$ cat config.mk
export PLATFORM = sky130hd
export DESIGN_NAME = cur_fault_retry
export DESIGN_NICKNAME = d
export VERILOG_FILES = /design/src/rtl/cur_fault_retry_pkg.sv /design/src/rtl/cfr_fault_reduce.sv /design/src/rtl/cfr_tick_timer.sv /design/src/rtl/cfr_retry_count.sv /design/src/rtl/cur_fault_retry.sv
export SDC_FILE = /design/constraint.sdc
export NUM_CORES = 1
export LEC_CHECK = 0
export BUFFER_PORTS_ARGS = -buffer_cell sky130_fd_sc_hd__buf_2
export CAP_MARGIN = 30
export CORE_MARGIN = 4
export CORE_UTILIZATION = 51
export CTS_CLUSTER_SIZE = 24
export DETAILED_ROUTE_END_ITERATION = 10
export GPL_TIMING_DRIVEN = 1
export PLACE_DENSITY = 0.73
export SLEW_MARGIN = 20
export SYNTH_ARGS = -nofsm -noshare
export SYNTH_HDL_FRONTEND = slang
export SYNTH_HIERARCHICAL = 1
export SYNTH_SLANG_ARGS = --single-unit
$ cat constraint.sdc
create_clock -name clk -period 2.89 [get_ports clk]
set_input_delay 0.578 -clock clk [delete_from_list [all_inputs] [get_ports clk]]
set_output_delay 0.578 -clock clk [all_outputs]
set_load 0.02 [all_outputs]
$ cat src/rtl/cur_fault_retry_pkg.sv
package cur_fault_retry_pkg;
   typedef enum logic [1:0] {
      ST_ON      = 2'd0,
      ST_WAIT    = 2'd1,
      ST_LATCHED = 2'd2
   } retry_state_e;

   typedef struct packed {
      logic dsg;
      logic chg;
   } sw_pair_t;
endpackage

$ cat src/rtl/cfr_fault_reduce.sv
module cfr_fault_reduce
   import cur_fault_retry_pkg::*;
#(
   parameter int NUM_FAULT = 3
) (
   input  logic [NUM_FAULT-1:0] fault_i,
   input  logic [NUM_FAULT-1:0] dsg_mask_i,
   input  logic [NUM_FAULT-1:0] chg_mask_i,
   output sw_pair_t             hit_o,
   output logic                 any_o
);
   logic [NUM_FAULT-1:0] dsg_hit;
   logic [NUM_FAULT-1:0] chg_hit;

   for (genvar g = 0; g < NUM_FAULT; g++) begin : g_type
      assign dsg_hit[g] = fault_i[g] & dsg_mask_i[g];
      assign chg_hit[g] = fault_i[g] & chg_mask_i[g];
   end

   assign hit_o.dsg = |dsg_hit;
   assign hit_o.chg = |chg_hit;
   assign any_o     = hit_o.dsg | hit_o.chg;
endmodule

$ cat src/rtl/cfr_tick_timer.sv
module cfr_tick_timer #(
   parameter int W = 8
) (
   input  logic         clk,
   input  logic         rst_n,
   input  logic         clear_i,
   input  logic         load_i,
   input  logic [W-1:0] load_val_i,
   input  logic         tick_i,
   output logic         expire_o,
   output logic         active_o
);
   localparam logic [W-1:0] ONE = W'(1);

   logic [W-1:0] cnt_q;
   logic         act_q;

   assign expire_o = act_q & tick_i & (cnt_q <= ONE);
   assign active_o = act_q;

   always_ff @(posedge clk or negedge rst_n) begin
      if (!rst_n) begin
         cnt_q <= '0;
         act_q <= 1'b0;
      end else if (clear_i) begin
         cnt_q <= '0;
         act_q <= 1'b0;
      end else if (load_i) begin
         cnt_q <= load_val_i;
         act_q <= 1'b1;
      end else if (act_q && tick_i) begin
         if (cnt_q <= ONE) begin
            cnt_q <= '0;
            act_q <= 1'b0;
         end else begin
            cnt_q <= cnt_q - ONE;
         end
      end
   end
endmodule

$ cat src/rtl/cfr_retry_count.sv
module cfr_retry_count #(
   parameter int W = 4
) (
   input  logic         clk,
   input  logic         rst_n,
   input  logic         clear_i,
   input  logic         inc_i,
   input  logic [W-1:0] limit_i,
   output logic         limit_hit_o
);
   localparam logic [W-1:0] MAXV = {W{1'b1}};

   logic [W-1:0] cnt_q;
   logic [W-1:0] cnt_nx;

   assign cnt_nx      = (cnt_q == MAXV) ? MAXV : cnt_q + W'(1);
   assign limit_hit_o = (limit_i != '0) && (cnt_nx >= limit_i);

   always_ff @(posedge clk or negedge rst_n) begin
      if (!rst_n)       cnt_q <= '0;
      else if (clear_i) cnt_q <= '0;
      else if (inc_i)   cnt_q <= cnt_nx;
   end
endmodule

$ cat src/rtl/cur_fault_retry.sv
module cur_fault_retry
   import cur_fault_retry_pkg::*;
#(
   parameter int NUM_FAULT = 3,
   parameter int TIME_W    = 8,
   parameter int LIM_W     = 4
) (
   input  logic                 clk,
   input  logic                 rst_n,
   input  logic [NUM_FAULT-1:0] fault_i,
   input  logic [NUM_FAULT-1:0] dsg_mask_i,
   input  logic [NUM_FAULT-1:0] chg_mask_i,
   input  logic [TIME_W-1:0]    recov_time_i,
   input  logic [LIM_W-1:0]     latch_lim_i,
   input  logic                 tick_i,
   input  logic                 host_recover_i,
   output logic                 dsg_en_o,
   output logic                 chg_en_o,
   output logic                 latched_o
);
   if (NUM_FAULT < 1) begin : g_bad_nf
      $error("NUM_FAULT must be at least 1");
   end
   if (TIME_W < 1 || TIME_W > 16) begin : g_bad_tw
      $error("TIME_W out of range");
   end
   if (LIM_W < 1 || LIM_W > 8) begin : g_bad_lw
      $error("LIM_W out of range");
   end

   retry_state_e state_q, state_d;
   sw_pair_t     off_q, off_d;
   sw_pair_t     hit;
   logic         hit_any;
   logic         wait_clr, wait_ld, wait_exp, wait_act;
   logic         grd_clr, grd_ld, grd_exp, grd_act;
   logic         cnt_clr, cnt_inc, lim_hit;

   cfr_fault_reduce #(.NUM_FAULT(NUM_FAULT)) u_reduce (
      .fault_i    (fault_i),
      .dsg_mask_i (dsg_mask_i),
      .chg_mask_i (chg_mask_i),
      .hit_o      (hit),
      .any_o      (hit_any)
   );

   cfr_tick_timer #(.W(TIME_W)) u_wait_tmr (
      .clk        (clk),
      .rst_n      (rst_n),
      .clear_i    (wait_clr),
      .load_i     (wait_ld),
      .load_val_i (recov_time_i),
      .tick_i     (tick_i),
      .expire_o   (wait_exp),
      .active_o   (wait_act)
   );

   cfr_tick_timer #(.W(TIME_W)) u_guard_tmr (
      .clk        (clk),
      .rst_n      (rst_n),
      .clear_i    (grd_clr),
      .load_i     (grd_ld),
      .load_val_i (recov_time_i),
      .tick_i     (tick_i),
      .expire_o   (grd_exp),
      .active_o   (grd_act)
   );

   cfr_retry_count #(.W(LIM_W)) u_count (
      .clk         (clk),
      .rst_n       (rst_n),
      .clear_i     (cnt_clr),
      .inc_i       (cnt_inc),
      .limit_i     (latch_lim_i),
      .limit_hit_o (lim_hit)
   );

   always_comb begin
      state_d  = state_q;
      off_d    = off_q;
      wait_clr = 1'b0;
      wait_ld  = 1'b0;
      grd_clr  = 1'b0;
      grd_ld   = 1'b0;
      cnt_clr  = 1'b0;
      cnt_inc  = 1'b0;
      if (host_recover_i) begin
         state_d  = ST_ON;
         off_d    = '0;
         wait_clr = 1'b1;
         grd_clr  = 1'b1;
         cnt_clr  = 1'b1;
      end else begin
         unique case (state_q)
            ST_ON: begin
               if (hit_any) begin
                  cnt_inc   = 1'b1;
                  grd_clr   = 1'b1;
                  off_d.dsg = off_q.dsg | hit.dsg;
                  off_d.chg = off_q.chg | hit.chg;
                  if (lim_hit) begin
                     state_d  = ST_LATCHED;
                     wait_clr = 1'b1;
                  end else begin
                     state_d = ST_WAIT;
                     wait_ld = 1'b1;
                  end
               end else if (grd_exp && grd_act) begin
                  cnt_clr = 1'b1;
               end
            end
            ST_WAIT: begin
               if (hit_any) begin
                  off_d.dsg = off_q.dsg | hit.dsg;
                  off_d.chg = off_q.chg | hit.chg;
                  wait_ld   = 1'b1;
               end else if (wait_exp && wait_act) begin
                  state_d = ST_ON;
                  off_d   = '0;
                  grd_ld  = 1'b1;
               end
            end
            ST_LATCHED: begin
               state_d = ST_LATCHED;
            end
            default: begin
               state_d = ST_ON;
               off_d   = '0;
            end
         endcase
      end
   end

   always_ff @(posedge clk or negedge rst_n) begin
      if (!rst_n) begin
         state_q <= ST_ON;
         off_q   <= '0;
      end else begin
         state_q <= state_d;
         off_q   <= off_d;
      end
   end

   assign dsg_en_o  = ~off_q.dsg;
   assign chg_en_o  = ~off_q.chg;
   assign latched_o = (state_q == ST_LATCHED);
endmodule

# Word-level counts from Yosys, hierarchy flattened
# Cells that the tools add are included.
# W data, S select, Z words.
# classes
n_reduce_logical	18
eq_ne	8
n_bitwise	15
n_mux	49
add_sub_neg	3
n_lt_le_gt_ge	3
# ops
op	count
$mux W8	8
$mux W1	27
$le A8 B1 Y1 const B	2
$mux W2	8
$sub A8 B1 Y8 const B	2
$mux W4	3
$pmux W2 S3	2
$reduce_bool A3 Y1	4
$and A1 B1 Y1	10
$ne A3 B3 Y1 const B	3
$reduce_and A3 Y1	2
$reduce_or A3 Y1	2
$logic_and A1 B1 Y1	5
$add A4 B1 Y4 const B	1
$eq A4 B4 Y1 const B	1
$ge A4 B4 Y1	1
$ne A4 B4 Y1 const B	1
$reduce_and A2 Y1	2
$reduce_bool A4 Y1	1
$or A1 B1 Y1	3
$eq A2 B1 Y1 const B	1
$eq A2 B2 Y1 const B	1
$logic_not A2 Y1	1
$ne A2 B2 Y1 const B	1
other kinds (3)	4
# word_totals
register_bits	26
output_inout_bits	3
inputBits	25
elab_cells	104

# Depth between registers and ports, before layout
# logic_depth
ltp_word	10
ltp_mapped	14
depth_no_buf	14

# By module
# Netlist, hierarchy kept.
# modules_own_cells
module	seq_area_each_um2	area_per_inst_um2	cells_each	instances
cfr_tick_timer	225.2	589.3	67	2
cfr_retry_count	100.1	342.8	39	1
cur_fault_retry	100.1	295.3	39	1
cfr_fault_reduce	0.0	31.3	5	1

# Worst setup path before layout
# No wires, ideal clock.
# synth_timing
path_type	reg2reg
from	register u_count.cnt_q[0]
to	register u_wait_tmr.cnt_q[7]
required_time_ps	2766
arrival_ps	2739
slack_ps	27
stages_incl_launch_ff	15
synth_period_minus_slack_ps	2863
cell_sequence	dfrtp_1 > ha_1 > nand2b_1 > mux2_2 > ha_1 > nor2_1 > nor2_1 > o31a_1 > inv_1 > o21ai_0 > nor3_1 > or2_2 > a311oi_2 > and3_1 > a211o_1
# synth_via
elab_chain_len	10
# synth_rtl
item	line_no	source
from (decl)	cfr_retry_count.sv:13	logic [W-1:0] cnt_q;
from (signal assigned)	cfr_retry_count.sv:22	else if (inc_i) cnt_q <= cnt_nx;
$add A4 B1 Y4 / $eq A4 B4 Y1 (equally long branches)	cfr_retry_count.sv:16	assign cnt_nx = (cnt_q == MAXV) ? MAXV : cnt_q + W'(1);
$mux W4 (*)	cfr_retry_count.sv:16	
$ge A4 B4 Y1 (*)	cfr_retry_count.sv:17	assign limit_hit_o = (limit_i != '0) && (cnt_nx >= limit_i);
$logic_and A1 B1 Y1 (*)	cfr_retry_count.sv:17	
net lim_hit	cur_fault_retry.sv:37	logic cnt_clr, cnt_inc, lim_hit;
$mux W1 (*)	cur_fault_retry.sv:101	if (lim_hit) begin
$mux W1 (*)	cur_fault_retry.sv:96	if (hit_any) begin
$pmux W1 S2 (*)	cur_fault_retry.sv:94	unique case (state_q)
$mux W1 (*)	cur_fault_retry.sv:87	if (host_recover_i) begin
net wait_ld	cur_fault_retry.sv:35	logic wait_clr, wait_ld, wait_exp, wait_act;
$mux W8	cfr_tick_timer.sv:28	end else if (load_i) begin
$mux W8	cfr_tick_timer.sv:25	end else if (clear_i) begin
to (signal assigned)	cfr_tick_timer.sv:29	cnt_q <= load_val_i;
to (signal assigned)	cfr_tick_timer.sv:36	cnt_q <= cnt_q - ONE;
to (decl)	cfr_tick_timer.sv:15	logic [W-1:0] cnt_q;
# The timed path passes the listed nets; every way through them passes the cells marked *.
# A chain may end at the register's enable or synchronous reset.

# Final worst setup path
# layout_timing
from	register u_count.cnt_q[1]
to	register u_wait_tmr.cnt_q[3]
# The elaborated chain is that of the path after synthesis.

==> tab_implementation.tex <==
\begin{tabular}{lr}
\hline
Metric & Value \\
\hline
\multicolumn{2}{l}{\textbf{Outcome}} \\
Outcome & finished, final reports clean \\
\multicolumn{2}{l}{\textbf{GRT}} \\
Via count of the first global-routing pass & 1573 \\
Wire length of the first global-routing pass & slightly below 7000 µm \\
Aggregate global routing overflow & 0 \\
Maximum number of pins on one net before global-route repair & 27 \\
Initial antenna violation count & 0 \\
Overall Global Routing Usage & between 10\% and 20\% \\
\multicolumn{2}{l}{\textbf{Placement}} \\
Final weighted congestion in routability-driven placement & 0.890 \\
HPWL after DPL & 3180 µm \\
Number of buffer cells added on primary ports & 27 \\
Number of instances in the placed design & 298 \\
\multicolumn{2}{l}{\textbf{Cells and area}} \\
Core Util, Final & 66.0\% \\
Layout cells sized above 1 & around 29\% \\
Non-filler cells in the finished layout & 304 \\
Fill cell instance count of the final layout & 291 \\
Synthesis-to-layout area growth & 22.1\% \\
Commonest non-fill, non-tap cell in the layout & sky130\_fd\_sc\_hd\_\_buf\_2 \\
Total inserted antenna cells & 0 \\
Register area & 651 µm² \\
Most frequent cells in the layout & 27 x sky130\_fd\_sc\_hd\_\_buf\_2, 26 x sky130\_fd\_sc\_hd\_\_dfrtp\_1, 23 x sky130\_fd\_sc\_hd\_\_nor2\_1 \\
Final Net Count & between 200 and 300 \\
Multi-input combinational cell area & around 1200 µm² \\
\multicolumn{2}{l}{\textbf{Timing}} \\
Skew final & around 0.0053 ns \\
Unrepaired setup endpoints after global routing & true \\
Final period utilization & 97.5\% \\
Setup violation total in the final timing report & 0 \\
Final worst path period need & 2.82 ns \\
Tightest Pin Transition & between 0.8 and 0.9 ns \\
Max-slew violation count & 0 \\
Slew margin rel. & 42.2\% \\
Worst hold margin & 0.238 ns \\
Achievable frequency & 355 MHz \\
Number of hold-slack violations in the final timing report & 0 \\
\multicolumn{2}{l}{\textbf{Critical path}} \\
Critical path capture point type & flop \\
Kind of start point of the critical path & flop \\
Kind of cell adding the most delay to the critical path & compound AO/OA/AOI/OAI gates \\
Largest incremental delay on the critical path & 0.41 ns \\
Slowest stage cell on the critical path & sky130\_fd\_sc\_hd\_\_dfrtp\_1 \\
Startpoint of the worst-slack reg-to-reg timing path & u\_count/cnt\_q[1] \\
Crit path buf inv count & 2 \\
Worst EP required & 3.15 ns \\
Worst setup path class & reg -> reg \\
Highest net fanout along the worst path & 4 \\
Ordered cell list for the critical path & ha\_2 -> nand2b\_4 -> mux2\_2 -> ha\_4 -> nor2\_1 -> nor2\_1 -> o31a\_1 -> inv\_2 -> o21ai\_2 -> nor3\_2 -> or2\_4 -> a311oi\_4 -> buf\_4 -> a22oi\_2 -> o21ai\_1 \\
Worst EP arrival & 3.08 ns \\
Launch point of the worst path & u\_count/cnt\_q[1] \\
Crit-path most repeated cell & sky130\_fd\_sc\_hd\_\_nor2\_1 \\
\multicolumn{2}{l}{\textbf{Die}} \\
Area enclosed by the die boundary & 4650 µm² \\
Initial core utilization & around 54\% \\
Count of boundary I/O pins & 28 \\
Area inside the core boundary & 3420 µm² \\
Total number of placement rows & 21 \\
Vertical die dimension & 68.2 µm \\
Die Width & 68.2 µm \\
\multicolumn{2}{l}{\textbf{Clock network}} \\
CTS H-Tree Depth & 1 \\
Clock Tree Root & sky130\_fd\_sc\_hd\_\_clkbuf\_4 \\
Clock tree from TritonCTS & built \\
Insertion delay of the later-clocked pin in the worst-skew pair & $\sim$0.32 ns \\
Number of sinks on the clock net & 26 \\
Clock tree buffer depth & 2 \\
Count of hold buffers inserted by post-cts repair & 0 \\
Reg clk slew, reported paths & 0.14 ns \\
CTS Buf Count & 3 \\
\multicolumn{2}{l}{\textbf{Yosys}} \\
Main area contributors after synthesis & sky130\_fd\_sc\_hd\_\_dfrtp\_1 35\%, sky130\_fd\_sc\_hd\_\_ha\_1 6.1\%, sky130\_fd\_sc\_hd\_\_nor2\_1 4.7\% \\
Count of synthesis-stage warnings from yosys & 6 \\
Count of different cell masters after synthesis & 44 \\
Number of instances in the synthesized netlist & approximately 220 \\
Post-synthesis cell area & 1850 µm² \\
Flop and latch count out of synthesis & 26 \\
Mapped Avg Cell Area & about 8.5 µm² \\
Sequential fraction of the synthesis area & 35.2\% \\
Share of Yosys cell area claimed by the top area cell type & 35.2\% \\
Post-synthesis net count & between 200 and 300 \\
Cell type contributing the most total cell area after synthesis & sky130\_fd\_sc\_hd\_\_dfrtp\_1 \\
\multicolumn{2}{l}{\textbf{Drt}} \\
Post-route antenna net violation count & 0 \\
Via count & between 1500 and 2000 \\
Final Routed Wirelength & roughly 4300 µm \\
Iteration-0 DRC Markers & 110 \\
DR DRC count & 0 \\
First-pass detailed-route iteration total & 4 \\
Post-detailed-route wirelength per cell & 14.0 µm \\
Via density & 5.79 \\
\multicolumn{2}{l}{\textbf{Min path}} \\
Worst hold path class & in -> async \\
\multicolumn{2}{l}{\textbf{Pwr}} \\
Worst ir drop on vdd & 209 µV \\
Leakage Power & 1.08 nW \\
Pwr/cell area & 392 nW/µm² \\
\multicolumn{2}{l}{\textbf{Job}} \\
Total of max-cap violations & 0 \\
\hline
\end{tabular}
-- worst paths after layout --
kind	cells after the start	end	slack (ns)
setup / recovery	15	u_wait_tmr/cnt_q[3]	0.07
setup reg to reg	15	u_wait_tmr/cnt_q[3]	0.07
max in group asynchronous	1	u_guard_tmr/cnt_q[6]	2.27
min in group clk	3	u_wait_tmr/cnt_q[4]	0.49
hold reg to reg	2	off_q[0]	0.56
hold / removal	1	u_wait_tmr/cnt_q[5]	0.24
-- cell usage after synthesis --
cell type,n
sky130_fd_sc_hd__clkbuf_1,2
sky130_fd_sc_hd__mux2i_1,1
sky130_fd_sc_hd__and3_1,2
sky130_fd_sc_hd__nor4_4,2
sky130_fd_sc_hd__and2b_1,2
sky130_fd_sc_hd__buf_4,2
sky130_fd_sc_hd__a211o_1,2
sky130_fd_sc_hd__nor4_1,5
sky130_fd_sc_hd__o31a_1,1
sky130_fd_sc_hd__nor3_1,3
sky130_fd_sc_hd__inv_1,14
sky130_fd_sc_hd__ha_1,9
sky130_fd_sc_hd__mux2_2,1
sky130_fd_sc_hd__buf_6,1
sky130_fd_sc_hd__nor2b_1,9
sky130_fd_sc_hd__dfrtp_1,26
sky130_fd_sc_hd__nand4_1,5
sky130_fd_sc_hd__o21ai_2,1
sky130_fd_sc_hd__a311oi_1,3
sky130_fd_sc_hd__and2_4,1
sky130_fd_sc_hd__a211oi_2,1
sky130_fd_sc_hd__a31o_2,1
sky130_fd_sc_hd__nand3_2,1
sky130_fd_sc_hd__a32oi_1,2
sky130_fd_sc_hd__a22o_1,2
sky130_fd_sc_hd__nor3b_1,1
sky130_fd_sc_hd__a21boi_0,1
sky130_fd_sc_hd__o21bai_1,2
sky130_fd_sc_hd__a222oi_1,2
sky130_fd_sc_hd__o221ai_1,2
sky130_fd_sc_hd__o311ai_0,2
sky130_fd_sc_hd__o21ai_0,15
sky130_fd_sc_hd__a41oi_1,2
sky130_fd_sc_hd__a311oi_2,2
sky130_fd_sc_hd__nand3_1,4
sky130_fd_sc_hd__a21oi_1,17
sky130_fd_sc_hd__nor2_1,23
sky130_fd_sc_hd__or3_1,2
sky130_fd_sc_hd__a21bo_1,1
sky130_fd_sc_hd__a22oi_1,8
sky130_fd_sc_hd__inv_2,1
sky130_fd_sc_hd__nand2b_1,5
sky130_fd_sc_hd__nand2_1,22
sky130_fd_sc_hd__or2_2,6
-- power breakdown --
group,switching (mW),internal [mW],leakage [nW]
clock network,0.106,0.0770,0.0210
registers,0.0324,0.388,0.352
logic,0.160,0.122,0.705
-- stage by stage --
stage	instance area, µm²	setup TNS [ns]	power [mW]	setup slack (ns)
after detailed placement	2100	-0.0287	0.679	-0.0287
after CTS	2140	0	0.869	0.000553
after global routing	2260	-0.303	0.947	-0.115
after global placement	2100	0	0.676	0.0352
final	2260	0	0.885	0.0722
after floorplan	1850	0	0.587	0.0267
-- state kept, by name, indices dropped and copies added (netlist names) --
register	count
u_wait_tmr/cnt_q	8
u_guard_tmr/active_o	1
u_count/cnt_q	4
u_guard_tmr/cnt_q	8
off_q	2
state_q	2
u_wait_tmr/active_o	1
-- cells by family (layout without fill, tap and decap cells) --
logic type,after synthesis,count (layout),share of synthesized area [%]
compound gates,67,67,25.6
fa+ha+maj,9,9,6.09
buf+inv,20,61,4.87
flops,26,26,35.2
mux,2,2,1.15
simple gates,93,93,27.1
-- area by class of cell --
| class | instances | share of cell area [%] |
|---|---|---|
| flip-flops and latches | 26 | 28.8 |
| well taps | 46 | 2.55 |
| multi-input cells | 171 | 53.4 |
| inverters | 15 | 2.50 |
| repair buffers | 42 | 11.1 |
| clock buffers | 4 | 1.61 |
-- per-layer routing --
metal	global-route usage [%]	wire length [µm]	vias up
met3	1.97	119	2
met5	0	0	-
met4	7.20	24	0
met1	26.4	2080	846
met2	31.3	2040	30
li1	-	-	882
-- repair_timing --
item / in CTS / in global routing
endpoints found under the hold margin: 0 / 0
gates resized for setup: 1 / 22
setup buffers: 0 / 2
setup endpoints to repair: 3 / 9
pin swaps: 1 / 11
Note: power is estimated with default switching activity, not from simulation.
